==> src/rtl/hph_pkg.sv <==
package hph_pkg;
  localparam int STAT_W  = 8;
  localparam int OVR_BIT = 7;
endpackage

==> src/rtl/hph_sync.sv <==
module hph_sync #(
  parameter int STAGES = 2
) (
  input  logic clk,
  input  logic rst,
  input  logic async_in,
  output logic level,
  output logic rise
);
  logic [STAGES-1:0] shreg;
  logic              prev_q;

  always_ff @(posedge clk) begin
    if (rst) begin
      shreg  <= '0;
      prev_q <= 1'b0;
    end else begin
      shreg  <= {shreg[STAGES-2:0], async_in};
      prev_q <= shreg[STAGES-1];
    end
  end

  assign level = shreg[STAGES-1];
  assign rise  = level & ~prev_q;

  AST_RISE_ONE_CYCLE: assert property (@(posedge clk) disable iff (rst) rise |=> !rise);
endmodule

==> src/rtl/hph_regfile.sv <==
module hph_regfile #(
  parameter int DATA_W = 16,
  parameter int N_REG  = 4,
  parameter int ADDR_W = $clog2(N_REG)
) (
  input  logic              clk,
  input  logic              rst,
  input  logic              we,
  input  logic [ADDR_W-1:0] waddr,
  input  logic [DATA_W-1:0] wdata,
  input  logic              hre,
  input  logic [ADDR_W-1:0] haddr,
  output logic [DATA_W-1:0] hrdata,
  input  logic              cre,
  input  logic [ADDR_W-1:0] caddr,
  output logic [DATA_W-1:0] crdata
);
  logic [DATA_W-1:0] mem [N_REG];

  always_ff @(posedge clk) begin
    if (we) mem[waddr] <= wdata;
  end

  always_ff @(posedge clk) begin
    if (rst) begin
      hrdata <= '0;
      crdata <= '0;
    end else begin
      if (hre) hrdata <= mem[haddr];
      if (cre) crdata <= mem[caddr];
    end
  end

  AST_CORE_RD_HOLD: assert property (@(posedge clk) disable iff (rst) !cre |=> $stable(crdata));
endmodule

==> src/rtl/hph_ctrl.sv <==
module hph_ctrl
  import hph_pkg::*;
#(
  parameter int N_REG  = 4,
  parameter int ADDR_W = $clog2(N_REG)
) (
  input  logic              clk,
  input  logic              rst,
  input  logic              wr_evt,
  input  logic              rd_evt,
  input  logic              strobe_act,
  input  logic [ADDR_W-1:0] host_addr,
  input  logic              core_pd,
  input  logic              wake_keep,
  input  logic              core_rd,
  input  logic [ADDR_W-1:0] core_addr,
  input  logic              stat_we,
  input  logic              stat_ovr_in,
  output logic              core_rd_ok,
  output logic              ack,
  output logic [N_REG-1:0]  irq,
  output logic [STAT_W-1:0] stat
);
  logic [N_REG-1:0]  valid_q, valid_nx;
  logic [N_REG-1:0]  pend_q, pend_nx;
  logic              wait_q, wait_nx;
  logic [ADDR_W-1:0] wait_addr_q;
  logic              ovr_q, pd_q;
  logic              ctx_clr, release_ack, grant;

  assign core_rd_ok  = core_rd & ~core_pd;
  assign ctx_clr     = pd_q & ~core_pd & ~wake_keep;
  assign release_ack = wait_q & ((core_rd_ok & (core_addr == wait_addr_q)) | ctx_clr);
  assign grant       = (wr_evt & ovr_q) | rd_evt | release_ack;

  always_comb begin
    valid_nx = valid_q;
    pend_nx  = pend_q;
    if (ctx_clr) begin
      valid_nx = '0;
      pend_nx  = '0;
    end
    if (core_rd_ok) begin
      valid_nx[core_addr] = 1'b0;
      pend_nx[core_addr]  = 1'b0;
    end
    if (wr_evt) begin
      valid_nx[host_addr] = 1'b1;
      pend_nx[host_addr]  = 1'b1;
    end
    if (wr_evt && !ovr_q)           wait_nx = 1'b1;
    else if (release_ack || !strobe_act) wait_nx = 1'b0;
    else                            wait_nx = wait_q;
  end

  always_ff @(posedge clk) begin
    if (rst) begin
      valid_q     <= '0;
      pend_q      <= '0;
      wait_q      <= 1'b0;
      wait_addr_q <= '0;
      ovr_q       <= 1'b0;
      pd_q        <= 1'b0;
      ack         <= 1'b0;
      irq         <= '0;
    end else begin
      valid_q <= valid_nx;
      pend_q  <= pend_nx;
      wait_q  <= wait_nx;
      if (wr_evt) wait_addr_q <= host_addr;
      if (stat_we && !core_pd) ovr_q <= stat_ovr_in;
      pd_q    <= core_pd;
      ack     <= strobe_act & (ack | grant);
      irq     <= pend_nx & {N_REG{~core_pd}};
    end
  end

  always_comb begin
    stat             = '0;
    stat[OVR_BIT]    = ovr_q;
    stat[N_REG-1:0]  = valid_q;
  end

  AST_PD_ACK_HELD: assert property (@(posedge clk) disable iff (rst)
    (wait_q && !ack && core_pd && !rd_evt) |=> !ack);
  AST_PD_IRQ_MASK: assert property (@(posedge clk) disable iff (rst)
    core_pd |=> (irq == '0));
  AST_CTX_CLEAR: assert property (@(posedge clk) disable iff (rst)
    (ctx_clr && !wr_evt) |=> (valid_q == '0 && pend_q == '0));
  AST_VALID_ON_WRITE: assert property (@(posedge clk) disable iff (rst)
    wr_evt |=> valid_q[$past(host_addr)]);
endmodule

==> src/rtl/hostport_handshake.sv <==
module hostport_handshake
  import hph_pkg::*;
#(
  parameter int DATA_W      = 16,
  parameter int N_REG       = 4,
  parameter int SYNC_STAGES = 2,
  parameter int ADDR_W      = $clog2(N_REG)
) (
  input  logic              clk,
  input  logic              rst,
  input  logic              host_wr,
  input  logic              host_rd,
  input  logic [ADDR_W-1:0] host_addr,
  input  logic [DATA_W-1:0] host_wdata,
  output logic [DATA_W-1:0] host_rdata,
  output logic              host_ack,
  input  logic              core_pd,
  input  logic              wake_keep,
  input  logic              core_rd,
  input  logic [ADDR_W-1:0] core_addr,
  output logic [DATA_W-1:0] core_rdata,
  input  logic              core_stat_we,
  input  logic [STAT_W-1:0] core_stat_wdata,
  output logic [STAT_W-1:0] core_stat,
  output logic [N_REG-1:0]  core_irq
);
  localparam int N_STROBE = 2;

  logic [N_STROBE-1:0] strobe_raw, strobe_lvl, strobe_rise;
  logic                core_rd_ok;

  assign strobe_raw = {host_rd, host_wr};

  for (genvar s = 0; s < N_STROBE; s++) begin : g_sync
    hph_sync #(.STAGES(SYNC_STAGES)) i_sync (
      .clk      (clk),
      .rst      (rst),
      .async_in (strobe_raw[s]),
      .level    (strobe_lvl[s]),
      .rise     (strobe_rise[s])
    );
  end

  hph_regfile #(.DATA_W(DATA_W), .N_REG(N_REG), .ADDR_W(ADDR_W)) i_regs (
    .clk    (clk),
    .rst    (rst),
    .we     (strobe_rise[0]),
    .waddr  (host_addr),
    .wdata  (host_wdata),
    .hre    (strobe_rise[1]),
    .haddr  (host_addr),
    .hrdata (host_rdata),
    .cre    (core_rd_ok),
    .caddr  (core_addr),
    .crdata (core_rdata)
  );

  hph_ctrl #(.N_REG(N_REG), .ADDR_W(ADDR_W)) i_ctrl (
    .clk         (clk),
    .rst         (rst),
    .wr_evt      (strobe_rise[0]),
    .rd_evt      (strobe_rise[1]),
    .strobe_act  (|strobe_lvl),
    .host_addr   (host_addr),
    .core_pd     (core_pd),
    .wake_keep   (wake_keep),
    .core_rd     (core_rd),
    .core_addr   (core_addr),
    .stat_we     (core_stat_we),
    .stat_ovr_in (core_stat_wdata[OVR_BIT]),
    .core_rd_ok  (core_rd_ok),
    .ack         (host_ack),
    .irq         (core_irq),
    .stat        (core_stat)
  );
endmodule

==> config.mk <==
export PLATFORM = sky130hd
export DESIGN_NAME = hostport_handshake
export DESIGN_NICKNAME = d
export VERILOG_FILES = /design/src/rtl/hph_pkg.sv /design/src/rtl/hph_sync.sv /design/src/rtl/hph_regfile.sv /design/src/rtl/hph_ctrl.sv /design/src/rtl/hostport_handshake.sv
export SDC_FILE = /design/constraint.sdc
export NUM_CORES = 1
export LEC_CHECK = 0
export ABC_AREA = 1
export BUFFER_PORTS_ARGS = -buffer_cell sky130_fd_sc_hd__buf_2
export CAP_MARGIN = 20
export CELL_PAD_IN_SITES_DETAIL_PLACEMENT = 0
export CELL_PAD_IN_SITES_GLOBAL_PLACEMENT = 1
export CORE_UTILIZATION = 43
export CTS_CLUSTER_DIAMETER = 40
export DETAILED_ROUTE_END_ITERATION = 7
export PLACE_DENSITY_LB_ADDON = 0.1
export SLEW_MARGIN = 20
export SYNTH_ARGS = -nofsm -noshare
export SYNTH_HDL_FRONTEND = slang
export SYNTH_SLANG_ARGS = --single-unit
==> constraint.sdc <==
create_clock -name clk -period 1.8 [get_ports clk]
set_input_delay 0.27 -clock clk [delete_from_list [all_inputs] [get_ports clk]]
set_output_delay 0.27 -clock clk [all_outputs]
set_load 0.05 [all_outputs]
Yosys cells after proc, flatten, opt, wreduce, memory -nomap -nowiden. Memory sizes are Yosys's and may differ from the RTL's. A register that Yosys moved wholly into a read port is not among the register bits. Cells that the tools add are included.

Flip-flop bits (word level): 24. Memory bits (writable): 64. Output and inout bits: 45. Logic and storage cells: 65. Memories: 1.

Magnitude comparators: 4. Eq/ne operators: 1. Mux-type cells: 14. Bitwise gates (word level): 23. Reductions and logical operators: 10.

Memories: i_regs.mem (depth 4, bits a word 16, rd ports 2, clocked after memory_dff 2, write ports 1, line hph_regfile.sv:18) `logic [DATA_W-1:0] mem [N_REG];`.

Operators with widths (count): two-way mux 4 bit (6); bitwise AND 4 bit (3); bitwise AND 1 bit (9); OR 4 bit (2); less-than comparator 2 x 3 -> 1 bit (second input constant) (2); two-way mux 1 bit (6); demux 1 bit (select 2 bit) (2); >= comparator 2 x 1 -> 1 bit (second input constant) (2); logical AND 1 bit (4); inverter 1 bit (4); inverter 4 bit (1); OR 1 bit (4); zero test 1 bit (3); == test 2 bit (1); nonzero test 2 bit (1); OR reduction 2 bit (1); logical OR 1 bit (1).

Depth between registers and ports, before layout. Gate-level depths: netlist (run 1).

Depth in word-level cells: 10. Mapped depth: 8. Gate-level depth less buffers: 7.

Modules after synthesis. From an unflattened synthesis (run 1), not the netlist that was laid out.

Cells, all modules: 556. Area, all modules: 5193.7 um^2.

By module, submodules not included: hph_regfile (times used 1, cells each 425, area each 4212.8 um^2, sequential area each 2562.5 um^2); hph_ctrl (times used 1, cells each 108, area each 797.0 um^2, sequential area each 360.3 um^2); hph_sync (times used 2, cells each 10, area each 86.3 um^2, sequential area each 60.1 um^2); hostport_handshake (times used 1, cells each 3, area each 11.3 um^2, sequential area each 0.0 um^2).

Least setup slack after synthesis (run 1). OpenSTA, ideal clock, no wires.

Path kind: flip-flop to flip-flop. Start: register g_sync[0].i_sync.shreg[1]. End: memory i_regs.mem[2][0] (enable). Arrival: 1.186 ns. Setup slack: 0.237 ns. Stages on the path, launching flop included: 5. Buffers on the path: 1. Period minus slack after synthesis: 1.563 ns. Cells stage by stage: dfxtp_1 inv_1 or2_1 buf_6 nor2_2.

Longest elaborated chain between the ends: 3.

RTL lines: from (decl) (line hph_sync.sv:10) `logic [STAGES-1:0] shreg;`; from (signal assigned) (line hph_sync.sv:18) `shreg <= {shreg[STAGES-2:0], async_in};`; bitwise AND 1 bit (line hph_sync.sv:24) `assign rise = level & ~prev_q;`; two-way mux 1 bit (line hph_regfile.sv:21) `if (we) mem[waddr] <= wdata;`; two-way mux 1 bit (not written as such) (line hph_regfile.sv:21); to (decl) (line hph_regfile.sv:18).

No other way between the ends.

Worst setup path in the final report (run 1).
Start: register g_sync[0].i_sync.shreg[1]. End: memory i_regs.mem[0][7] (enable).

Same word-level chain as after synthesis.

==> flow_summary.ini, run 1 <==
[status]
status = complete, no violations

[hold_path]
whs_path_depth = 2
hp-class = input port to register

[sta]
setup_tns_ps = 0
fmax_mhz = 659
setup_viol = 0
fin_crit_ps = 1520
timing.final.ws_setup_ps = 283
rsz0062_at_grt = no
final-hold-violation-count = 0
slew_violations = 0
post-route-period-util_pct = 84.3
finClkSkew_ps = 7.63

[final_layout]
nNetsFinal = 620
post-route-util_pct = 57.1
area_delta_synth_final_pct = 29.6
nFillCells = 953
fin_area_mm2 = 0.00619
diodes = 0
drive_above_1_share_pct = 23.3

[synthesis]
synth_xor_area_share_pct = 0
synth.top_cell.area_share_pct = 40.2
yosys.area.top_type = edfxtp_1
synth_cells = 479
synth_edf_count = 64
ys_types = 31
synthAdderAreaFrac_pct = 0
synth_area_per_cell_um2 = 9.97
synth_mux_area_share_pct = 0
yosys_most_used_dff = edfxtp_1
yosys_warnings = 0
netlist_area_mm2 = 0.00478
synth_top_family_by_area = simple AND/OR/NAND/NOR gates
synth-async-reset-ratio_pct = 0
synth.most_common_cell = nand2_1
synthTopCellsByCount = nand2_1, edfxtp_1, dfxtp_1
synth_simple_gate_area_share_pct = 17.2
ys_seq_area_share_pct = 63.7
synth_compound_gate_area_share_pct = 12.3
ys_ff_latch = 120
synth_area_leaders = edfxtp_1, dfxtp_1, nand2_1

[clock_tree]
post_cts_buffers = 0
cts-buffers-inserted = 17
cts-root-buf = clkbuf_8
cts_tree = done
clk_latency_ps = 500
cts.repair.resized = 0
cts_buffer_depth = 2
htree_levels = 4
clkSlewWorstSetupHoldPaths_ps = 60
cts.sinks = 120
cts_hold_buf = 18

[drt]
vias_per_cell = 5.09
vias = 3751
routed_wl_mm = 12.0
first_pass_iters = 4
first_iter_violations = 201
wl_per_cell_um = 16.3
route.detailed.drc = 0
drtAntennaViolNets = 0

[critical_path]
slowest_delay_ps = 340
crit_family = buffers and inverters
cp_common_cell = inv_1
r2r_cells = 6
path_class = register to register
cp_max_fo = 17
worstSetupEndpointType = register
worst-path-stages = 6
worst-path-buf-inv = 4
cpMaxStageDelayCell = dfxtp_1
crit_arrival_ps = 1720
crit_chain = inv_1 > or2_1 > inv_2 > nand2_1 > inv_1 > buf_12
crit_path_start_kind = register
crit_required_ps = 2010

[placed_design]
gp_congestion = 0.727
post-place-ws_ps = 277
dpl.hpwl_mm = 7.39
portBuffers = 70
place_area_mm2 = 0.00537

[global_route]
grt_max_degree = 35
track_usage_pct = 22.3
grt-ovfl-total = 0
antenna_found_initial = 0
first_global_vias = 3572
grt_pass1_wl_mm = 18.7

[pwr]
irDropWorstVdd_mv = 0.650
power_density_mw_per_mm2 = 1170
leakage_nw = 2.55

[floorplan]
die_y_um = 107
rows = 38
pin_count = 81
start_util_pct = 44.1
fp.dieW_um = 107
design.core.area_mm2 = 0.0108
die-area_mm2 = 0.0115

[run]
drv_cap = 0
layout by cell type (no fill, tap or decap), types with 3 or more instances in the layout:
| master | instances |
|---|---|
| edfxtp_1 | 64 |
| a41oi_1 | 7 |
| bufinv_16 | 5 |
| dfxtp_1 | 56 |
| inv_1 | 36 |
| nor2_1 | 41 |
| nor2_4 | 3 |
| a21oi_1 | 22 |
| nand3_1 | 4 |
| buf_2 | 70 |
| clkinv_4 | 3 |
| dlygate4sd3_1 | 18 |
| nand2_1 | 121 |
| conb_1 | 3 |
| nor2_2 | 6 |
| a31oi_1 | 16 |
| buf_4 | 16 |
| nand4_1 | 9 |
| o21ai_0 | 35 |
| nor3_1 | 3 |
| a22oi_1 | 15 |
| clkbuf_16 | 16 |
| inv_6 | 3 |
| buf_12 | 5 |
cell type report:
type | count | area [µm²] | share of cell area, %
Clock buffer | 18 | 418 | 6.75
Clock inverter | 14 | 221 | 3.58
Inverter | 41 | 156 | 2.53
Multi-Input combinational cell | 295 | 1430 | 23.0
Sequential cell | 120 | 3040 | 49.2
Tap cell | 140 | 175 | 2.83
Timing Repair Buffer | 109 | 751 | 12.1
path summary, 6_finish.rpt:
kind	from	endpoint	slack (ps)
max reg2reg	g_sync[0].i_sync.shreg[1]	i_regs.mem[0][7]	280
min	core_pd	i_ctrl.irq[2]	50
max	g_sync[0].i_sync.shreg[1]	i_regs.mem[0][7]	280
min reg2reg	g_sync[1].i_sync.shreg[0]	g_sync[1].i_sync.shreg[1]	400
sequential cells by signal, summed over array words and instances (netlist names):
name and flops:
i_regs.mem 64, g_sync.i_sync.shreg 4, i_ctrl.valid_q 4, i_ctrl.ack 1, i_ctrl.wait_q 1, i_ctrl.wait_addr_q 2, i_ctrl.pend_q 4, i_ctrl.ovr_q 1
i_ctrl.irq 4, i_regs.crdata 16, g_sync.i_sync.prev_q 2, i_regs.hrdata 16, i_ctrl.pd_q 1
cells by family after synthesis:
logic type      count (synthesis)
compound gates                 99
buf+inv                        66
flops                         120
other cells                     1
simple gates                  193
metrics by stage:
stage	instances	hold slack, ps	total power [W]
6_report	737	48.9	0.00726
5_1_grt	737	36.0	0.00749
4_1_cts	737	26.3	0.00733
3_5_place_dp	687	398	0.00366
3_3_place_gp	687	399	0.00366
2_1_floorplan	481	339	0.00346
worst reg2reg max path: stages, from the launching register on:
cell and delay, ps:
dfxtp_1 340, inv_1 60, or2_1 340, inv_2 130, nand2_1 70, inv_1 100
buf_12 170
power by group:
part           total [W]  switching (W)  internal, W
logic           0.000639       0.000451     0.000188
registers        0.00299      0.0000331      0.00296
clock network    0.00363        0.00123      0.00240
total            0.00726        0.00171      0.00555
routing by layer:
| metal | wire, µm | up-vias | track usage [%] | share of wire (%) |
|---|---|---|---|---|
| li1 | - | 1842 | - | - |
| met1 | 5180 | 1775 | 28.4 | 43 |
| met2 | 6010 | 122 | 37.6 | 50 |
| met3 | 656 | 12 | 4.00 | 5.5 |
| met4 | 142 | 0 | 8.61 | 1.2 |
| met5 | 0 | - | 0 | 0 |
Note: power is estimated with default switching activity, not from simulation.
==> inputs of run 2 (changes only) <==
- CORE_UTILIZATION: 43 -> 39
- clock period: 1.8 -> 1.29 ns (I/O delays scaled with it)
==> run 2 against run 1 <==
Against the previous run:
- the flow now finishes with violations (setup timing)
- clock-buffer cell count increased by 4
- worst hold slack got worse by 24 ps
- largest cell class unchanged
- register-to-register slack got worse by 360 ps
- critical path type unchanged
- flip-flop and latch count did not move
- clock power rose by 41%
- largest power group unchanged
- global-route usage down 0.43 points
- final area grew 6.1%
- setup slack got worse by 360 ps
==> flow_summary.ini, run 2 (synthesis results as in run 1) <==
[drt]
route.detailed.drc = 0
routed_wl_mm = 12.7
first_iter_violations = 177
vias_per_cell = 4.94
vias = 3771
first_pass_iters = 5
wl_per_cell_um = 16.7
drtAntennaViolNets = 0

[clock_tree]
clkSlewWorstSetupHoldPaths_ps = 50
cts.sinks = 120
cts-buffers-inserted = 17
clk_latency_ps = 410
cts_buffer_depth = 2
cts_tree = done
cts-root-buf = clkbuf_16
htree_levels = 4

[critical_path]
worstSetupEndpointType = register
crit_chain = inv_2 > or2_4 > buf_12 > nor2_4 > buf_12
cp_max_fo = 11
worst-path-buf-inv = 3
r2r_cells = 5
path_class = register to register
crit_arrival_ps = 1490
crit_path_start_kind = register
crit_required_ps = 1410
cpMaxStageDelayCell = dfxtp_2
timing.rr.end = i_regs.mem[2][1]
cp_common_cell = buf_12
r2r_slack_ps = -80
slowest_delay_ps = 340
crit_family = simple AND/OR/NAND/NOR gates
rr_startpoint = g_sync[0].i_sync.shreg[1]

[hold_path]
hp-start = host_wdata[8]
hp-class = input port to register
whs_path_depth = 1
whs_endpoint = i_regs.mem[3][8]

[global_route]
first_global_vias = 3678
antenna_found_initial = 0
track_usage_pct = 21.8
grt-ovfl-total = 0
grt_max_degree = 35
grt_pass1_wl_mm = 20.0

[final_layout]
fin_area_mm2 = 0.00657
final_common_cell = nand2_1
area_delta_synth_final_pct = 37.5
diodes = 0
nNetsFinal = 639
stdcell_count = 763
drive_above_1_share_pct = 28.4
layout_common_cells = nand2_1, buf_2, edfxtp_1, dfxtp_1, nor2_1
reg_top3 = i_regs.mem: 64 flops, i_regs.crdata: 16 flops, i_regs.hrdata: 16 flops
largest_register = i_regs.mem
largest_reg_flops = 64

[status]
status = finished with violations
violations = setup timing

[pwr]
power_density_mw_per_mm2 = 1570
leakage_nw = 2.72
irDropWorstVdd_mv = 1.44
total_power_w = 0.0103

[placed_design]
dp.cells = 715
portBuffers = 70
dpl.hpwl_mm = 8.27
place_area_mm2 = 0.00572
post-place-ws_ps = -128
gp_congestion = 0.798

[sta]
fmax_mhz = 731
rsz0062_at_grt = yes
final-hold-violation-count = 0
timing.final.ws_setup_ps = -77.3
post-route-period-util_pct = 106
finClkSkew_ps = 10.7
slew_violations = 0
fin_crit_ps = 1370
setup_viol = 62
timing.hold.ws_ps = 24.8

[floorplan]
die-area_mm2 = 0.0127
rows = 40
design.core.area_mm2 = 0.0120
fp.dieW_um = 113
pin_count = 81
start_util_pct = 39.9
die_y_um = 113

[run]
drv_cap = 0
[run 2: changes by cell type in the layout (fill, tap and decap cells not counted), moves of 3 or more]
cell / change
clkinv_4: -3
nor2_1: -5
nor2_4: +4
dlygate4sd3_1: -3
buf_4: +7
buf_6: +3
inv_1: -3
buf_12: +12
[run 2: power by group]
group / switching, W / internal, W
combinational: 0.000662 / 0.000339
clock: 0.00165 / 0.00345
sequential: 0.0000451 / 0.00413
total: 0.00236 / 0.00792
[run 2: what timing repair did]
action	CTS	global route
endpoints found under the setup margin	75	72
setup buffers	0	1
hold buffers	15	0
pin swaps	0	3
cloned	0	0
endpoints found under the hold margin	53	0
gates resized for setup	4	9
[run 2: worst max-delay path by stage]
stage | startpoint | end | slack, ps | cells past startpoint
CTS | g_sync[0].i_sync.shreg[1] | i_regs.mem[2][3] | -70 | 5
global placement | g_sync[0].i_sync.shreg[1] | i_regs.mem[2][1] | -120 | 5
detailed placement | g_sync[0].i_sync.shreg[1] | i_regs.mem[1][15] | -130 | 5
global route | g_sync[0].i_sync.shreg[1] | i_regs.mem[1][10] | -120 | 5
finish | g_sync[0].i_sync.shreg[1] | i_regs.mem[2][1] | -80 | 5
floorplan | g_sync[0].i_sync.shreg[1] | i_regs.mem[0][0] | -70 | 6
[run 2: area by class of cell]
class / instances / area (µm²)
clock buffer: 22 / 485
timing repair buffer: 128 / 1050
fill: 1102 / 5390
tap: 147 / 184
multi-input combinational: 295 / 1480
sequential: 120 / 3040
clock inverter: 10 / 163
inverter: 41 / 163
[run 2: metrics by stage]
stage | util [%] | setup TNS, ps
6_report | 54.9 | -3220
5_1_grt | 54.9 | -5470
4_1_cts | 54.6 | -3130
3_5_place_dp | 47.8 | -7100
3_3_place_gp | 47.8 | -5820
2_1_floorplan | - | -3990
[run 2: per-layer routing]
layer | global-route usage [%] | routed length [µm]
met1 | 27.2 | 5530
met2 | 35.9 | 6400
met3 | 6.16 | 685
met5 | 0 | 0
met4 | 8.62 | 112
[run 2: worst register-to-register path, delay by kind of cell (launching register included)]
family | cells | cell delay [ps]
simple gates | 2 | 390
buf+inv | 3 | 350
flops | 1 | 340
